## config.mk

```make
export PLATFORM = sky130hd
export DESIGN_NAME = frac_clk_div
export DESIGN_NICKNAME = d
export VERILOG_FILES = /design/src/rtl/fdiv_pkg.sv /design/src/rtl/fdiv_acc_stage.sv /design/src/rtl/fdiv_noise_comb.sv /design/src/rtl/fdiv_period_gen.sv /design/src/rtl/frac_clk_div.sv
export SDC_FILE = /design/constraint.sdc
export NUM_CORES = 1
export LEC_CHECK = 0
export BUFFER_PORTS_ARGS = -buffer_cell sky130_fd_sc_hd__buf_2
export CORE_MARGIN = 10
export CORE_UTILIZATION = 67
export CTS_CLUSTER_SIZE = 25
export DETAILED_ROUTE_END_ITERATION = 12
export PLACE_DENSITY = 0.86
export SETUP_SLACK_MARGIN = 0.05
export SYNTH_ARGS = -nofsm -noshare
export SYNTH_HDL_FRONTEND = slang
export SYNTH_SLANG_ARGS = --single-unit
```

## constraint.sdc

```tcl
create_clock -name clk -period 13.8 [get_ports clk]
set_input_delay 0.69 -clock clk [delete_from_list [all_inputs] [get_ports clk]]
set_output_delay 0.69 -clock clk [all_outputs]
set_load 0.02 [all_outputs]
```

## src/rtl/fdiv_pkg.sv

```systemverilog
package fdiv_pkg;

   typedef enum logic [1:0] {
      ORD_INT    = 2'd0,
      ORD_FIRST  = 2'd1,
      ORD_SECOND = 2'd2,
      ORD_THIRD  = 2'd3
   } shaper_ord_e;

   localparam int MIN_PERIOD = 2;
   localparam int STAGES     = 3;

   // how far below I the shortest period of an order can fall
   function automatic int below_int(shaper_ord_e o);
      case (o)
         ORD_SECOND: return 1;
         ORD_THIRD:  return 3;
         default:    return 0;
      endcase
   endfunction

endpackage

```

## src/rtl/fdiv_acc_stage.sv

```systemverilog
module fdiv_acc_stage #(
   parameter int W = 12
) (
   input  logic         clk,
   input  logic         rst_n,
   input  logic         clr,
   input  logic         adv,
   input  logic [W-1:0] addend,
   output logic [W-1:0] sum_nxt,
   output logic         carry_nxt
);
   logic [W-1:0] acc_q;

   assign {carry_nxt, sum_nxt} = {1'b0, acc_q} + {1'b0, addend};

   always_ff @(posedge clk) begin
      if (!rst_n)   acc_q <= '0;
      else if (clr) acc_q <= '0;
      else if (adv) acc_q <= sum_nxt;
   end
endmodule

```

## src/rtl/fdiv_noise_comb.sv

```systemverilog
module fdiv_noise_comb
   import fdiv_pkg::*;
(
   input  logic              clk,
   input  logic              rst_n,
   input  logic              clr,
   input  logic              adv,
   input  logic [STAGES-1:0] carry,
   input  shaper_ord_e       ord,
   output logic signed [3:0] delta
);
   logic c2_p, c3_p, c3_pp;
   logic signed [3:0] t1, t2, t3;

   always_comb begin
      t1 = $signed({3'b000, carry[0]});
      t2 = $signed({3'b000, carry[1]}) - $signed({3'b000, c2_p});
      t3 = $signed({3'b000, carry[2]}) - $signed({2'b00, c3_p, 1'b0})
         + $signed({3'b000, c3_pp});
      case (ord)
         ORD_FIRST:  delta = t1;
         ORD_SECOND: delta = t1 + t2;
         ORD_THIRD:  delta = t1 + t2 + t3;
         default:    delta = 4'sd0;
      endcase
   end

   always_ff @(posedge clk) begin
      if (!rst_n || clr) begin
         c2_p  <= 1'b0;
         c3_p  <= 1'b0;
         c3_pp <= 1'b0;
      end else if (adv) begin
         c2_p  <= carry[1];
         c3_p  <= carry[2];
         c3_pp <= c3_p;
      end
   end
endmodule

```

## src/rtl/fdiv_period_gen.sv

```systemverilog
module fdiv_period_gen #(
   parameter int PW = 9
) (
   input  logic          clk,
   input  logic          rst_n,
   input  logic          go,
   input  logic [PW-1:0] per_nxt,
   output logic          load,
   output logic          run,
   output logic [PW-1:0] per_q,
   output logic          clk_out
);
   logic [PW-1:0] cnt_q;
   logic          last;

   assign last    = (cnt_q == per_q - 1'b1);
   assign load    = go && (!run || last);
   assign clk_out = run && (cnt_q < (per_q >> 1));

   always_ff @(posedge clk) begin
      if (!rst_n) begin
         run   <= 1'b0;
         cnt_q <= '0;
         per_q <= PW'(2);
      end else if (load) begin
         run   <= 1'b1;
         cnt_q <= '0;
         per_q <= per_nxt;
      end else if (run) begin
         if (last) begin
            run   <= 1'b0;
            cnt_q <= '0;
         end else begin
            cnt_q <= cnt_q + 1'b1;
         end
      end
   end
endmodule

```

## src/rtl/frac_clk_div.sv

```systemverilog
module frac_clk_div
   import fdiv_pkg::*;
#(
   parameter int INT_W  = 8,
   parameter int FRAC_W = 12
) (
   input  logic              clk,
   input  logic              rst_n,
   input  logic              en,
   input  logic [INT_W-1:0]  div_int,
   input  logic [FRAC_W-1:0] div_frac,
   input  logic [1:0]        mash_ord,
   output logic              clk_out,
   output logic              cfg_err
);
   localparam int PW = INT_W + 1;

   if (INT_W < 3) begin : g_bad_int
      $error("frac_clk_div: INT_W must be at least 3");
   end
   if (FRAC_W < 2) begin : g_bad_frac
      $error("frac_clk_div: FRAC_W must be at least 2");
   end

   logic [INT_W-1:0]  int_q;
   logic [FRAC_W-1:0] frac_q;
   shaper_ord_e       ord_q, ord_in;
   logic              err_q, err_in;
   logic              run_w, load_w, clr_w;
   logic [PW-1:0]     per_w, per_nxt;
   logic signed [3:0] delta;
   logic signed [PW:0] per_s;

   assign ord_in = shaper_ord_e'(mash_ord);
   assign err_in = ({1'b0, div_int} < PW'(MIN_PERIOD + below_int(ord_in)));

   // configuration shadow: follows the inputs only while disabled
   always_ff @(posedge clk) begin
      if (!rst_n) begin
         int_q  <= INT_W'(MIN_PERIOD);
         frac_q <= '0;
         ord_q  <= ORD_INT;
         err_q  <= 1'b0;
      end else if (!en) begin
         int_q  <= div_int;
         frac_q <= div_frac;
         ord_q  <= ord_in;
         err_q  <= err_in;
      end
   end

   assign clr_w = !en && !run_w;

   logic [STAGES-1:0][FRAC_W-1:0] stg_in, stg_sum;
   logic [STAGES-1:0]             stg_c;

   for (genvar k = 0; k < STAGES; k++) begin : g_stage
      if (k == 0) begin : g_head
         assign stg_in[k] = frac_q;
      end else begin : g_chain
         assign stg_in[k] = stg_sum[k-1];
      end
      fdiv_acc_stage #(.W(FRAC_W)) u_acc (
         .clk       (clk),
         .rst_n     (rst_n),
         .clr       (clr_w),
         .adv       (load_w),
         .addend    (stg_in[k]),
         .sum_nxt   (stg_sum[k]),
         .carry_nxt (stg_c[k])
      );
   end

   fdiv_noise_comb u_comb (
      .clk   (clk),
      .rst_n (rst_n),
      .clr   (clr_w),
      .adv   (load_w),
      .carry (stg_c),
      .ord   (ord_q),
      .delta (delta)
   );

   assign per_s   = $signed({2'b00, int_q}) + {{(INT_W-2){delta[3]}}, delta};
   assign per_nxt = per_s[PW-1:0];

   fdiv_period_gen #(.PW(PW)) u_per (
      .clk     (clk),
      .rst_n   (rst_n),
      .go      (en && !err_q),
      .per_nxt (per_nxt),
      .load    (load_w),
      .run     (run_w),
      .per_q   (per_w),
      .clk_out (clk_out)
   );

   assign cfg_err = err_q;
endmodule

```

==> metrics.md <==
| Metric | Value |
|---|---|
| Layout cells sized above 1 | 0.0825 |
| Sw Pwr | ~170 uW |
| Met3 Use GR | 0.0284 |
| Clock Path Buffers | 2 |
| Slowest CP cell | fa_1 |
| Post-route ant nets | 0 |
| PostCTS Resize Cnt | 0 |
| GR Util met1 | 0.203 |
| Worst setup EP type | flip-flop |
| Clk_lat worst skew | 0.36 ns |
| Sequential cell area | 1620 sq um |
| Setup repair bufs after CTS | 0 |
| Post-synth cell types | 64 |
| RSZ-0062 raised after global routing | no |
| Layout area overhead | 5.95% |
| Die area | between 10,000 and 15,000 sq um |
| Final Hold Fails | 0 |
| Max-slew headroom | 0.369 |
| Antenna violations before repair | 0 |
| Chip height | 112 microns |
| Synth Cell Area | 5660 sq um |
| Vias | approximately 4,600 |
| Ys async rst share | 0 |
| Syn_nets | 738 |
| Starting DRT DRC Count | between 200 and 250 |
| GPL Wtd Cong | 0.828 |
| Gr busiest metal | met2 |
| Nets | 752 |
| Max H-tree Level | 3 |
| Synth area leader | dfxtp_1 |
| Maximum VDD drop | 0.0000469 V |
| Top FF cell, synth | dfxtp_1 |
| Max Slew Vio Count | 0 |
| Worst slew pin tran | between 0.9 and 1 ns |
| DRT Wirelength | 11.6 mm |
| Vias/cell | around 5.9 |
| Cell area after layout | 6000 sq um |
| Port buffer count | 26 |
| Core Area | about 8200 sq um |
| Post-synth top area share | 0.287 |
| Seq/Total Area, Yosys | 0.287 |
| Switching share of total power | 0.300 |
| Clk pwr share | 0.335 |
| Synth Register Bits | 81 |
| Post-DP Area | 5780 sq um |
| Sink Count | 81 |
| Mapped Cells | roughly 650 |
| Crit-path max FO | 6 |
| Vias in the first global route | 4,530 |
| Delay-heaviest family, CP | adder cells |
| Ant. Diodes | 0 |
| FP Rows | 33 |
| Max-Cap Viols | 0 |
| Synth area leaders | dfxtp_1, ha_1, mux2i_1 |
| Critical path class | flip-flop to flip-flop |
| WL/cell | between 15 and 20 microns |
| Comb pwr share | 0.221 |
| P_leak | 2.92 nW |
| Root Driver | clkbuf_8 |
| Period utilization | 0.487 |
| Clock Skew | 0.0131 ns |
| Power Density | 96.0 nW/um^2 |
| Arrival @ worst endpoint | between 6 and 7 ns |
| Setup TNS | 0 ns |
| Synth Warn # | 0 |
| Max incr delay on CP | roughly 0.48 ns |
| DRC errors left | 0 |
| Post-synth top cells | nor2_1, dfxtp_1, mux2i_1 |
| Fill count | 615 |
| Hold WS | 0.476 ns |
| Ports | 27 |
| EDFF count, synth | 0 |
| Detailed Routing Iterations Pass 1 | 4 |
| Global-route track usage on met2 | 0.343 |
| FMAX | 149 MHz |
| Reg clk slew, reported paths | 0.09 ns |
| First-pass GRT wire length | 20.2 mm |
| Cell with the most instances after synthesis | nor2_1 |
| Int Pwr | 403 uW |
| WP buf/inv | 2 |
| Mean post-synth cell area | 8.73 sq um |
| Die Wd | ~110 microns |
| CTS Buf Count | 9 |
| Starting Density | 0.689 |
| FF-to-FF setup slack | slightly above 7 ns |
| Startpoint types | flip-flop |
| Sequential share of power | 0.444 |
| Setup violations, final | 0 |
| Total global routing overflow | 0 |
| GRT Util Overall | 0.186 |
| Largest net degree at the start of global routing | 58 |
| Worst hold-check path type | flip-flop to flip-flop |
| Multi-input gate area | about 3700 sq um |
| Post-DP HPWL | 8.65 mm |
| Hold_buf cts | 0 |
| Tmin final | between 6 and 7 ns |
| Status | finished clean |
| CTS tree | built |
| Required time of the critical path | 14.02 ns |
## cells by family (layout without fill, tap and decap cells)
logic type / after synthesis / count (layout) / share of synthesized area
AO/OA/AOI/OAI: 129 / 129 / 0.157
XOR/XNOR: 52 / 52 / 0.0805
adder cells (fa/ha/maj): 65 / 65 / 0.152
buffers and inverters: 63 / 82 / 0.0550
flip-flops: 81 / 81 / 0.287
multiplexers: 64 / 64 / 0.113
AND/OR/NAND/NOR: 194 / 194 / 0.156
## power groups by stage
stage / clock [mW] / combinational, mW / sequential (mW)
floorplan: 0 / 0.106 / 0.257
global placement: 0 / 0.120 / 0.260
detailed placement: 0 / 0.125 / 0.261
CTS: 0.196 / 0.127 / 0.256
global route: 0.205 / 0.142 / 0.257
finish: 0.193 / 0.127 / 0.256
## cells in the final DEF (no fill, tap or decap), drive strengths merged, types with 13 or more instances in the layout
master	n
inv	38
nor2	98
nand2	29
nor3	16
dfxtp	81
buf	28
nand3	13
xnor2	29
ha	59
a21o	21
mux2i	63
o21ai	25
xor2	23
a21oi	27
## through the flow
step	setup slack [ns]	std cells	total power, mW	utilization
final	7.08	772	0.576	0.730
after global routing	6.53	772	0.604	0.730
after CTS	7.11	772	0.578	0.730
after detailed placement	7.23	756	0.386	0.703
after global placement	7.43	756	0.380	0.703
after floorplan	7.77	648	0.363	-
## worst reg2reg max path, delay by kind of cell, from the launching register on
kind                     cells  cell delay, ns
adder cells (fa/ha/maj)      7            2.50
multiplexers                 1            0.14
buffers and inverters        2            0.13
flip-flops                   1            0.32
XOR/XNOR                     3            0.52
AND/OR/NAND/NOR              7            0.66
AO/OA/AOI/OAI               12            2.33
## area by class of cell
cell class / instances / share of cell area
multi-input cells: 504 / 0.623
flip-flops and latches: 81 / 0.270
repair buffers: 28 / 0.0242
inverters: 38 / 0.0238
well taps: 105 / 0.0219
clock buffers: 10 / 0.0213
clock inverters: 6 / 0.0150
## final timing paths
path / from / end / cells after the start
setup / recovery: frac_q[0]$_SDFFE_PN0N_ / u_per.per_q[4]$_SDFFE_PN0P_ / 32
hold / removal: u_comb.c2_p$_SDFFE_PP0P_ / u_comb.c2_p$_SDFFE_PP0P_ / 2
setup reg to reg: frac_q[0]$_SDFFE_PN0N_ / u_per.per_q[4]$_SDFFE_PN0P_ / 32
hold reg to reg: u_comb.c2_p$_SDFFE_PP0P_ / u_comb.c2_p$_SDFFE_PP0P_ / 2
## flip-flops by register name, summed over array words and instances (netlist names)
| signal | count |
|---|---|
| ord_q | 2 |
| frac_q | 12 |
| u_comb.c3_p | 1 |
| int_q | 8 |
| cfg_err | 1 |
| u_comb.c2_p | 1 |
| u_per.per_q | 9 |
| u_per.cnt_q | 9 |
| u_comb.c3_pp | 1 |
| g_stage.u_acc.acc_q | 36 |
| u_per.run | 1 |
## per-layer routing
metal | vias up | wire length [microns]
met5 | - | 0
li1 | 2314 | -
met1 | 2161 | 4880
met2 | 85 | 6080
met3 | 25 | 396
met4 | 0 | 280
No activity file was read; power rests on OpenSTA's default activity.
